$ cat config.mk
export PLATFORM = sky130hd
export DESIGN_NAME = pixc_stage
export DESIGN_NICKNAME = d
export VERILOG_FILES = /design/src/rtl/pixc_pkg.sv /design/src/rtl/pixc_layer_gate.sv /design/src/rtl/pixc_select.sv /design/src/rtl/pixc_stage.sv
export SDC_FILE = /design/constraint.sdc
export NUM_CORES = 1
export LEC_CHECK = 0
export ABC_CLOCK_PERIOD_IN_PS = 800
export BUFFER_PORTS_ARGS = -buffer_cell sky130_fd_sc_hd__buf_2
export CELL_PAD_IN_SITES_DETAIL_PLACEMENT = 1
export CELL_PAD_IN_SITES_GLOBAL_PLACEMENT = 1
export CORE_AREA = 2 2 49 51
export CTS_CLUSTER_DIAMETER = 50
export CTS_CLUSTER_SIZE = 8
export DETAILED_ROUTE_END_ITERATION = 12
export DIE_AREA = 0 0 51 53
export PLACE_DENSITY = 0.89
export SYNTH_ARGS = -nofsm -noshare
export SYNTH_HDL_FRONTEND = slang
export SYNTH_SLANG_ARGS = --single-unit
$ cat constraint.sdc
create_clock -name clk -period 0.8 [get_ports clk]
set_input_delay 0.04 -clock clk [delete_from_list [all_inputs] [get_ports clk]]
set_output_delay 0.04 -clock clk [all_outputs]
set_load 0.1 [all_outputs]
$ cat src/rtl/pixc_pkg.sv
package pixc_pkg;
    parameter int COLOR_W = 6;
    parameter int EMPH_W  = 3;
    parameter int CTRL_W  = 8;

    // control byte field positions
    localparam int CB_GRAY    = 0;
    localparam int CB_BG_LEFT = 1;
    localparam int CB_SP_LEFT = 2;
    localparam int CB_BG_EN   = 3;
    localparam int CB_SP_EN   = 4;
    localparam int CB_EMPH_LO = 5;

    localparam logic [COLOR_W-1:0] GRAY_KEEP = 6'h30;

    typedef struct packed {
        logic               valid;
        logic [COLOR_W-1:0] color;
        logic [EMPH_W-1:0]  emph;
    } pix_out_t;
endpackage

$ cat src/rtl/pixc_layer_gate.sv
module pixc_layer_gate #(
    parameter int PAT_W     = 2,
    parameter int COL_W     = 8,
    parameter int CLIP_COLS = 8
) (
    input  logic [PAT_W-1:0] pat,
    input  logic [COL_W-1:0] col,
    input  logic             enable,
    input  logic             show_left,
    output logic             visible
);
    localparam logic [COL_W-1:0] CLIP_LIMIT = COL_W'(CLIP_COLS);

    logic opaque;
    logic in_clip_zone;

    always_comb begin
        opaque       = (pat != '0);
        in_clip_zone = (col < CLIP_LIMIT);
        visible      = enable && opaque && (show_left || !in_clip_zone);
    end
endmodule

$ cat src/rtl/pixc_select.sv
module pixc_select #(
    parameter int COLOR_W = 6
) (
    input  logic               bg_vis,
    input  logic               sp_vis,
    input  logic               sp_behind,
    input  logic [COLOR_W-1:0] bg_color,
    input  logic [COLOR_W-1:0] sp_color,
    input  logic [COLOR_W-1:0] backdrop,
    output logic [COLOR_W-1:0] color
);
    always_comb begin
        if (sp_vis && (!sp_behind || !bg_vis)) begin
            color = sp_color;
        end else if (bg_vis) begin
            color = bg_color;
        end else begin
            color = backdrop;
        end
    end
endmodule

$ cat src/rtl/pixc_stage.sv
module pixc_stage
    import pixc_pkg::*;
#(
    parameter int COL_W     = 8,
    parameter int PAT_W     = 2,
    parameter int CLIP_COLS = 8
) (
    input  logic               clk,
    input  logic               rst_n,
    input  logic               in_valid,
    input  logic [COL_W-1:0]   col,
    input  logic [CTRL_W-1:0]  ctrl,
    input  logic [PAT_W-1:0]   bg_pat,
    input  logic [COLOR_W-1:0] bg_color,
    input  logic [PAT_W-1:0]   spr_pat,
    input  logic [COLOR_W-1:0] spr_color,
    input  logic               spr_behind,
    input  logic [COLOR_W-1:0] backdrop,
    output logic               out_valid,
    output logic [COLOR_W-1:0] out_color,
    output logic [EMPH_W-1:0]  out_emph
);
    localparam int NUM_LAYERS = 2;   // 0 = background, 1 = sprite

    logic [PAT_W-1:0] layer_pat  [NUM_LAYERS];
    logic             layer_en   [NUM_LAYERS];
    logic             layer_left [NUM_LAYERS];
    logic             layer_vis  [NUM_LAYERS];
    logic [COLOR_W-1:0] sel_color;

    always_comb begin
        layer_pat[0]  = bg_pat;
        layer_en[0]   = ctrl[CB_BG_EN];
        layer_left[0] = ctrl[CB_BG_LEFT];
        layer_pat[1]  = spr_pat;
        layer_en[1]   = ctrl[CB_SP_EN];
        layer_left[1] = ctrl[CB_SP_LEFT];
    end

    for (genvar g = 0; g < NUM_LAYERS; g++) begin : g_layer
        pixc_layer_gate #(
            .PAT_W    (PAT_W),
            .COL_W    (COL_W),
            .CLIP_COLS(CLIP_COLS)
        ) u_gate (
            .pat      (layer_pat[g]),
            .col      (col),
            .enable   (layer_en[g]),
            .show_left(layer_left[g]),
            .visible  (layer_vis[g])
        );
    end

    pixc_select #(.COLOR_W(COLOR_W)) u_select (
        .bg_vis   (layer_vis[0]),
        .sp_vis   (layer_vis[1]),
        .sp_behind(spr_behind),
        .bg_color (bg_color),
        .sp_color (spr_color),
        .backdrop (backdrop),
        .color    (sel_color)
    );

    pix_out_t st_d, st_q;

    always_comb begin
        st_d.valid = in_valid;
        st_d.color = ctrl[CB_GRAY] ? (sel_color & GRAY_KEEP) : sel_color;
        st_d.emph  = ctrl[CB_EMPH_LO +: EMPH_W];
    end

    always_ff @(posedge clk or negedge rst_n) begin
        if (!rst_n) begin
            st_q <= '0;
        end else begin
            st_q <= st_d;
        end
    end

    assign out_valid = st_q.valid;
    assign out_color = st_q.color;
    assign out_emph  = st_q.emph;

    // valid strobe follows the input strobe by one cycle
    assert_valid_lat_R10: assert property (@(posedge clk) disable iff (!rst_n)
        in_valid |=> out_valid);
    assert_valid_idle_R10: assert property (@(posedge clk) disable iff (!rst_n)
        !in_valid |=> !out_valid);

    // grayscale leaves only the luminance bits set
    assert_gray_bits_R8: assert property (@(posedge clk) disable iff (!rst_n)
        (in_valid && ctrl[CB_GRAY]) |=> ((out_color & ~GRAY_KEEP) == '0));

    // emphasis passes through regardless of grayscale
    assert_emph_pass_R9: assert property (@(posedge clk) disable iff (!rst_n)
        in_valid |=> (out_emph == $past(ctrl[CB_EMPH_LO +: EMPH_W])));

    // both layers disabled yields the backdrop color
    assert_backdrop_R7: assert property (@(posedge clk) disable iff (!rst_n)
        (in_valid && !ctrl[CB_BG_EN] && !ctrl[CB_SP_EN] && !ctrl[CB_GRAY])
        |=> (out_color == $past(backdrop)));
endmodule

==> qor.txt, run 1 <==
Critical Path AT: 1.27 ns
DR DRC count: 0
Tot Pwr: 1.78 mW
initial antenna violation count: 0
unrepaired setup endpoints after global routing: yes
max capacitance violation total: 0
worst vdd ir: 0.665 mV
Worst Path Required: 0.93 ns
starting density of the core: 0.227
share of cells above drive strength 1: 0.850
main area contributors after synthesis: dfrtp_1 51%, mux2i_1 8.2%, o41ai_1 7.2%
die width: 51 µm
Period minus WS final: 1.14 ns
Finished Cell Area: 0.00119 mm²
Synth cell types: 15
status: finished, violations left
grt peak-use layer: met2
met2 Track Usage GR: 0.353
M1 GR Usage: 0.159
Clock Sinks: 10
first drt pass iteration count: 2
TNS Setup: -2.55 ns
pwr/cell area: 1500 mW/mm²
Non-Filler Instances: 128
violated checks: negative setup slack
Max Transition Viols Final: 0
H-Tree Depth: 1
total track usage: 0.169
CTS tree: yes
Mapped Cells: 37
die span in y: 53 µm
vias in the first global route: 637
max_slew headroom: 0.773
global routing met3 resource utilization: 0.0480
Hold Vio Cnt, Final: 0
row count: 17
CTS Buffer Depth: 2
total CTS buffers: 3
Final GP Congestion: 0.623
Placed Cells: 119
routed len/inst: 17.3 µm
WL final: 2.22 mm
CP max stage delay: 0.37 ns
syn_nets: 79
fin worst setup slack: -0.339 ns
Overflow after GRT: 0
CP Cell Sequence: buf_6 -> nor4_4 -> a211oi_2 -> or3_4 -> mux2_4
cell taking the most area after synthesis: dfrtp_1
Critical Path End Type: register
slowest stage cell, crit path: or3_4
Post-DP HPWL: 1.68 mm
critical path launch point type: input port
fmax: 878 MHz
actual slew at the worst max-slew pin: 0.341 ns
port bufs: 48
n_diodes: 0
Placed Area: 965 µm²
first-pass GRT wire length: 3.16 mm
Avg Inst Size Synth: 13.2 µm²
critical path class: input port to register
worst min path class: input port to register
CORE AREA: 0.00215 mm²
Syn Std Cell Area: 488 µm²
register area share after synthesis: 0.513
die area: 0.00270 mm²
post-route ant nets: 0
pin count of the biggest net entering global routing: 11
vias post-DR: 571
clock root buffer: clkbuf_4
vias per inst: 4.46
filler instances: 219
Clock Pin Slew Worst Setup and Hold Paths: 0.06 ns
nets@finish: 143
leakage power: 0.537 nW
largest fanout on the critical path: 3
Synth top area share: 0.513
Final setup viols: 16
1st-iter DRT viols: 1
final worst-path cycle share: 1.42
I/O pins: 52
#FFs+latches synth: 10
area grow syn2layout: 144%
yosys warns: 0
cells in the mapped netlist:
master / n
dfrtp_1: 10
a21oi_1: 5
mux2i_1: 4
o41ai_1: 4
inv_1: 2
mux2_2: 2
mux2_4: 2
a211oi_2: 1
buf_6: 1
nor2_1: 1
nor3b_2: 1
nor4_4: 1
o21ai_0: 1
o21ai_1: 1
or3_1: 1
kinds of logic (layout without fill, tap and decap cells):
kind of cell | Yosys count | count (layout) | synth area share
flops | 10 | 10 | 0.513
simple gates | 4 | 4 | 0.0897
mux | 8 | 8 | 0.190
buf+inv | 3 | 66 | 0.0385
compound gates | 12 | 12 | 0.169
report_power, final:
| group | internal, mW | leakage, nW | total, mW | switching (mW) |
|---|---|---|---|---|
| Sequential | 0.550 | 0.112 | 0.585 | 0.0355 |
| Clock | 0.192 | 0.0150 | 0.350 | 0.158 |
| Combinational | 0.365 | 0.410 | 0.845 | 0.481 |
| Total | 1.11 | 0.537 | 1.78 | 0.674 |
registers in the layout, indices dropped and copies added (netlist names):
register	flops
out_color	6
out_valid	1
out_emph	3
stage by stage:
| step | setup slack, ns | hold WS, ns | util |
|---|---|---|---|
| 2_1_floorplan | -0.557 | -0.256 | - |
| 3_3_place_gp | -0.587 | -0.104 | 0.449 |
| 3_5_place_dp | -0.672 | -0.0878 | 0.449 |
| 4_1_cts | -0.326 | 0.0169 | 0.514 |
| 5_1_grt | -0.384 | 0.00636 | 0.553 |
| 6_report | -0.339 | 0.0214 | 0.553 |
final cells by class:
cell class | count | area (µm²) | area share
Clock buffer | 4 | 26.3 | 0.0221
Multi-Input combinational cell | 24 | 350 | 0.295
Tap cell | 28 | 35.0 | 0.0295
Timing Repair Buffer | 60 | 509 | 0.428
Inverter | 2 | 7.51 | 0.00632
Sequential cell | 10 | 260 | 0.219
layer usage:
metal,vias up,wire length [µm],share of wire
met4,0,15,0.0068
met2,32,1290,0.58
met3,2,145,0.065
met1,271,771,0.35
met5,-,0,0
li1,266,-,-
critical path: cells and delay by family:
family | cells | cell delay [ns]
AOI/OAI and AO/OA | 1 | 0.12
buffers and inverters | 1 | 0.10
muxes | 1 | 0.31
and+or+nand+nor | 2 | 0.69
timing repair:
action,4_1_cts,5_1_grt
setup buffers,0,0
hold endpoints to repair,14,0
gates cloned,0,0
gates resized for setup,11,11
hold buffers,5,0
pin swaps,2,3
setup endpoints to repair,16,16
final timing paths:
| kind | startpoint | endpoint | slack [ns] | depth (start not counted) |
|---|---|---|---|---|
| min in group asynchronous | rst_n | out_color[3] | 0.19 | 2 |
| min | spr_color[5] | out_color[5] | 0.02 | 2 |
| max | col[6] | out_color[4] | -0.34 | 5 |
| max in group asynchronous | rst_n | out_emph[0] | 0.39 | 2 |
cell usage in the layout (no fill, tap or decap):
cell           instances
buf_2                 36
buf_12                10
dfrtp_2                8
buf_4                  6
dlygate4sd3_1          5
o41ai_4                4
a21oi_2                3
clkbuf_4               3
buf_6                  3
mux2_2                 2
inv_1                  2
mux2_4                 2
mux2i_4                2
dfrtp_1                2
nor4_4                 1
nor2_1                 1
o21ai_0                1
a21oi_1                1
a211oi_2               1
nor3b_2                1
o21ai_1                1
or3_4                  1
mux2i_2                1
a21oi_4                1
mux2i_1                1
clkbuf_1               1
No activity file was read; power rests on OpenSTA's default activity.
==> run 2: changes to the inputs <==
--- a/config.mk
+++ b/config.mk
@@ -7,7 +7,8 @@
 export LEC_CHECK = 0
 export ABC_CLOCK_PERIOD_IN_PS = 800
 export BUFFER_PORTS_ARGS = -buffer_cell sky130_fd_sc_hd__buf_2
-export CELL_PAD_IN_SITES_DETAIL_PLACEMENT = 1
+export CAP_MARGIN = 15
+export CELL_PAD_IN_SITES_DETAIL_PLACEMENT = 0
 export CELL_PAD_IN_SITES_GLOBAL_PLACEMENT = 1
 export CORE_AREA = 2 2 49 51
 export CTS_CLUSTER_DIAMETER = 50
==> qor.txt, run 2 (synthesis gave the netlist of run 1 again) <==
filler instances: 194 (-11%)
HP Start: spr_color[5]
status: finished, violations left
most common cell after layout, fill and taps aside: buf_2
die width: 51 µm (unchanged)
Final setup viols: 16 (unchanged)
I/O pins: 52 (unchanged)
n_diodes: 0 (unchanged)
port bufs: 48 (unchanged)
CORE AREA: 0.00215 mm² (unchanged)
row count: 17 (unchanged)
unrepaired setup endpoints after global routing: yes
Critical Path End Type: register
Placed Cells: 119 (unchanged)
leakage power: 0.540 nW (+0.57%)
met2 Track Usage GR: 0.236 (-0.117)
initial antenna violation count: 0 (unchanged)
total stage count of the critical path: 5 (unchanged)
first drt pass iteration count: 3 (+1)
buffers inserted by post-CTS timing repair: 0 (unchanged)
grt peak-use layer: met2
max reg flops: 6 (unchanged)
cell family with most CP delay: simple AND/OR/NAND/NOR gates
die area: 0.00270 mm² (unchanged)
TNS Setup: -2.19 ns (+0.361 ns)
share of cells above drive strength 1: 0.850 (unchanged)
starting density of the core: 0.227 (unchanged)
die span in y: 53 µm (unchanged)
vias per inst: 4.27 (-4.2%)
CTS Buffer Depth: 2 (unchanged)
Tot Pwr: 1.81 mW (+1.9%)
Final GP Congestion: 0.623 (unchanged)
global routing met3 resource utilization: 0.0254 (-0.0226)
clock root buffer: clkbuf_4
Clock Pin Slew Worst Setup and Hold Paths: 0.06 ns (about the same)
1st-iter DRT viols: 1 (unchanged)
M1 GR Usage: 0.0960 (-0.0628)
total CTS buffers: 3 (unchanged)
total track usage: 0.110 (-0.0593)
critical path launch point type: input port
Non-Filler Instances: 128 (unchanged)
final worst-path cycle share: 1.37 (-0.0568)
worst hold endpoint: out_color[5]
Overflow after GRT: 0 (unchanged)
area grow syn2layout: 141%
Period minus WS final: 1.09 ns (-0.0454 ns)
worst vdd ir: 0.933 mV (+40%)
H-Tree Depth: 1 (unchanged)
worst min path class: input port to register
WL final: 1.47 mm (-34%)
largest fanout on the critical path: 3 (unchanged)
Clock Sinks: 10 (unchanged)
WHS Path Cells: 2 (unchanged)
post-route ant nets: 0 (unchanged)
commonest cells after routing, fill and taps aside: 36 x buf_2, 10 x buf_12, 8 x dfrtp_2
Critical Path AT: 1.23 ns (-0.04 ns)
max_slew headroom: 0.795 (+0.0219)
fin worst setup slack: -0.293 ns (+0.0454 ns)
actual slew at the worst max-slew pin: 0.305 ns (-0.0357 ns)
first-pass GRT wire length: 2.18 mm (-31%)
routed len/inst: 11.5 µm (-34%)
worst path bufs/invs: 1 (unchanged)
critical path class: input port to register
max capacitance violation total: 0 (unchanged)
CP max stage delay: 0.36 ns (about the same)
nets@finish: 143 (unchanged)
Hold Vio Cnt, Final: 0 (unchanged)
Max Transition Viols Final: 0 (unchanged)
Final Util: 0.547 (-0.00641)
Worst Path Required: 0.94 ns (about the same)
CP Cell Sequence: buf_6 -> nor4_4 -> a211oi_2 -> or3_4 -> mux2_4
violated checks: negative setup slack
vias post-DR: 547 (-4.2%)
CTS tree: yes
pwr/cell area: 1540 mW/mm² (+3.1%)
slowest stage cell, crit path: or3_4
vias in the first global route: 548 (-14%)
pin count of the biggest net entering global routing: 11 (unchanged)
fmax: 915 MHz (+4.2%)
DR DRC count: 0 (unchanged)
==> run 2: cell type report <==
cell class	instances	area, µm²	share of cell area
Timing Repair Buffer	60	505	0.430
Sequential cell	10	260	0.222
Clock buffer	4	36.3	0.0309
Tap cell	28	35.0	0.0298
Multi-Input combinational cell	24	330	0.281
Inverter	2	7.51	0.00639
==> run 2: timing repair <==
action | CTS | global route
endpoints found under the hold margin | 14 | 0
setup endpoints to repair | 16 | 16
pin swaps | 0 | 1
gates resized for setup | 10 | 8
hold buffers | 5 | 0
==> run 2: how the worst max path moves through the flow <==
stage,from,end,slack [ns]
4_1_cts,col[5],out_color[4],-0.30
5_1_grt,col[5],out_color[4],-0.34
3_3_place_gp,col[5],out_color[5],-0.59
2_1_floorplan,bg_pat[1],out_color[4],-0.56
6_report,col[5],out_color[4],-0.29
3_5_place_dp,col[5],out_color[4],-0.63
==> run 2: stage by stage <==
stage / hold WS, ns / setup slack [ns] / area (µm²)
3_3_place_gp: -0.104 / -0.587 / 965
6_report: 0.0124 / -0.293 / 1170
5_1_grt: 0.00472 / -0.337 / 1170
4_1_cts: 0.00443 / -0.299 / 1120
3_5_place_dp: -0.0983 / -0.633 / 965
2_1_floorplan: -0.256 / -0.557 / 498
==> run 2: per-layer routing <==
metal	up-vias	wire [µm]	part of all wire
met1	245	494	0.34
met3	2	129	0.088
met5	-	0	0
met2	32	828	0.56
li1	268	-	-
met4	0	17	0.012
==> run 2: where the power goes <==
| part | leakage, nW | switching [mW] | internal (mW) | total [mW] |
|---|---|---|---|---|
| logic | 0.407 | 0.453 | 0.353 | 0.806 |
| registers | 0.112 | 0.0316 | 0.550 | 0.582 |
| clock network | 0.0210 | 0.151 | 0.275 | 0.426 |
==> run 3: changes to the inputs <==
--- a/config.mk
+++ b/config.mk
@@ -5,17 +5,17 @@
 export SDC_FILE = /design/constraint.sdc
 export NUM_CORES = 1
 export LEC_CHECK = 0
-export ABC_CLOCK_PERIOD_IN_PS = 800
+export ABC_CLOCK_PERIOD_IN_PS = 1000
 export BUFFER_PORTS_ARGS = -buffer_cell sky130_fd_sc_hd__buf_2
 export CAP_MARGIN = 15
 export CELL_PAD_IN_SITES_DETAIL_PLACEMENT = 0
 export CELL_PAD_IN_SITES_GLOBAL_PLACEMENT = 1
-export CORE_AREA = 2 2 49 51
+export CORE_AREA = 3 3 54 56
 export CTS_CLUSTER_DIAMETER = 50
 export CTS_CLUSTER_SIZE = 8
 export DETAILED_ROUTE_END_ITERATION = 12
-export DIE_AREA = 0 0 51 53
-export PLACE_DENSITY = 0.89
+export DIE_AREA = 0 0 57 59
+export PLACE_DENSITY = 0.81
 export SYNTH_ARGS = -nofsm -noshare
 export SYNTH_HDL_FRONTEND = slang
 export SYNTH_SLANG_ARGS = --single-unit
==> constraint.sdc (replaced) <==
create_clock -name clk -period 1 [get_ports clk]
set_input_delay 0.05 -clock clk [delete_from_list [all_inputs] [get_ports clk]]
set_output_delay 0.05 -clock clk [all_outputs]
set_load 0.1 [all_outputs]
==> qor.txt, run 3 (synthesis gave the netlist of run 1 again) <==
initial antenna violation count: 0 (unchanged)
Clock Sinks: 10 (unchanged)
first-pass GRT wire length: 2.60 mm (+19%)
starting density of the core: 0.197 (-0.0302)
vias in the first global route: 614 (+12%)
CP Cell Sequence: buf_6 -> nor4_4 -> a211oi_2 -> or3_4 -> mux2_4
hold_ws: 0.0305 ns (+0.0181 ns)
actual slew at the worst max-slew pin: 0.339 ns (+0.0345 ns)
worst min path class: input port to register
CTS Buffer Depth: 2 (unchanged)
total CTS buffers: 3 (unchanged)
status: finished, violations left
slowest stage cell, crit path: or3_4
commonest cells after routing, fill and taps aside: 36 x buf_2, 10 x dfrtp_1, 10 x buf_12
violated checks: negative setup slack
Period minus WS final: 1.09 ns
leakage power: 0.535 nW (-0.86%)
CTS tree: yes
max reg flops: 6 (unchanged)
n_diodes: 0 (unchanged)
cell family with most CP delay: simple AND/OR/NAND/NOR gates
largest fanout on the critical path: 3 (unchanged)
Final Util: 0.452 (-0.0954)
1st-iter DRT viols: 2 (+1)
critical path launch point type: input port
CP max stage delay: 0.36 ns (about the same)
Final GP Congestion: 0.750 (+20%)
die area: 0.00336 mm² (+24%)
max_slew headroom: 0.774 (-0.0209)
nets@finish: 142 (-0.70%)
filler instances: 249 (+28%)
Hold Vio Cnt, Final: 0 (unchanged)
Max Transition Viols Final: 0 (unchanged)
Worst Path Required: 1.14 ns (+0.20 ns)
share of cells above drive strength 1: 0.745 (-0.105)
fin worst setup slack: -0.0949 ns (+0.199 ns)
worst vdd ir: 0.618 mV (-34%)
DR DRC count: 0 (unchanged)
HP Start: spr_color[5]
I/O pins: 52 (unchanged)
Critical Path AT: 1.23 ns (about the same)
Critical Path End Type: register
critical path class: input port to register
worst path bufs/invs: 1 (unchanged)
Final setup viols: 6 (-10)
WL final: 1.65 mm (+12%)
Overflow after GRT: 0 (unchanged)
CORE AREA: 0.00248 mm² (+15%)
port bufs: 48 (unchanged)
vias post-DR: 550 (+0.55%)
Crit. Startpoint: col[6]
max capacitance violation total: 0 (unchanged)
total track usage: 0.104 (-0.00610)
die width: 57 µm (+12%)
unrepaired setup endpoints after global routing: yes
clock root buffer: clkbuf_4
final worst-path cycle share: 1.09
area grow syn2layout: 129%
buffers inserted by post-CTS timing repair: 0 (unchanged)
pwr/cell area: 1200 mW/mm² (-22%)
most common cell after layout, fill and taps aside: buf_2
first drt pass iteration count: 4 (+1)
row count: 18 (+1)
Clock Pin Slew Worst Setup and Hold Paths: 0.06 ns (about the same)
routed len/inst: 12.9 µm (+12%)
pin count of the biggest net entering global routing: 11 (unchanged)
vias per inst: 4.30 (+0.55%)
H-Tree Depth: 1 (unchanged)
post-route ant nets: 0 (unchanged)
fmax: 913 MHz
TNS Setup: -0.302 ns (+1.89 ns)
Tot Pwr: 1.34 mW (-26%)
die span in y: 59 µm (+11%)
-- run 3: metrics by stage --
stage / cell area, µm² / std cells / worst slack [ns]
after CTS: 1090 / 128 / -0.0934
final: 1120 / 128 / -0.0949
after global routing: 1120 / 128 / -0.155
after floorplan: 488 / 37 / -0.367
after global placement: 957 / 121 / -0.395
after detailed placement: 957 / 121 / -0.430
-- run 3: area by class of cell --
type,instances,area (µm²),area share
Timing Repair Buffer,59,498,0.445
Multi-Input combinational cell,24,303,0.271
Sequential cell,10,250,0.224
Tap cell,30,37.5,0.0336
Clock buffer,3,22.5,0.0201
Inverter,2,7.51,0.00671
-- run 3: what timing repair did --
item	4_1_cts	5_1_grt
resized for setup	10	4
hold buffers	5	0
endpoints found under the hold margin	14	0
cloned	0	0
pin swaps	3	5
setup endpoints to repair	6	6
-- run 3: final timing paths --
kind / to / slack [ns] / cells after the start
max: out_color[5] / -0.09 / 5
min: out_color[5] / 0.03 / 2
max in group asynchronous: out_emph[2] / 0.62 / 2
min in group asynchronous: out_valid / 0.20 / 2
-- run 3: metal layers --
layer,routed length [µm],global-route usage,vias to the layer above
met2,946,0.199,34
met1,540,0.101,249
met5,0,0,-
met4,0,0.0497,0
li1,-,-,267
met3,163,0.0327,0
-- run 3: power breakdown --
| part | total (mW) | internal (mW) | switching, mW |
|---|---|---|---|
| clock network | 0.253 | 0.138 | 0.115 |
| logic | 0.623 | 0.269 | 0.354 |
| registers | 0.463 | 0.436 | 0.0271 |
| total | 1.34 | 0.843 | 0.496 |
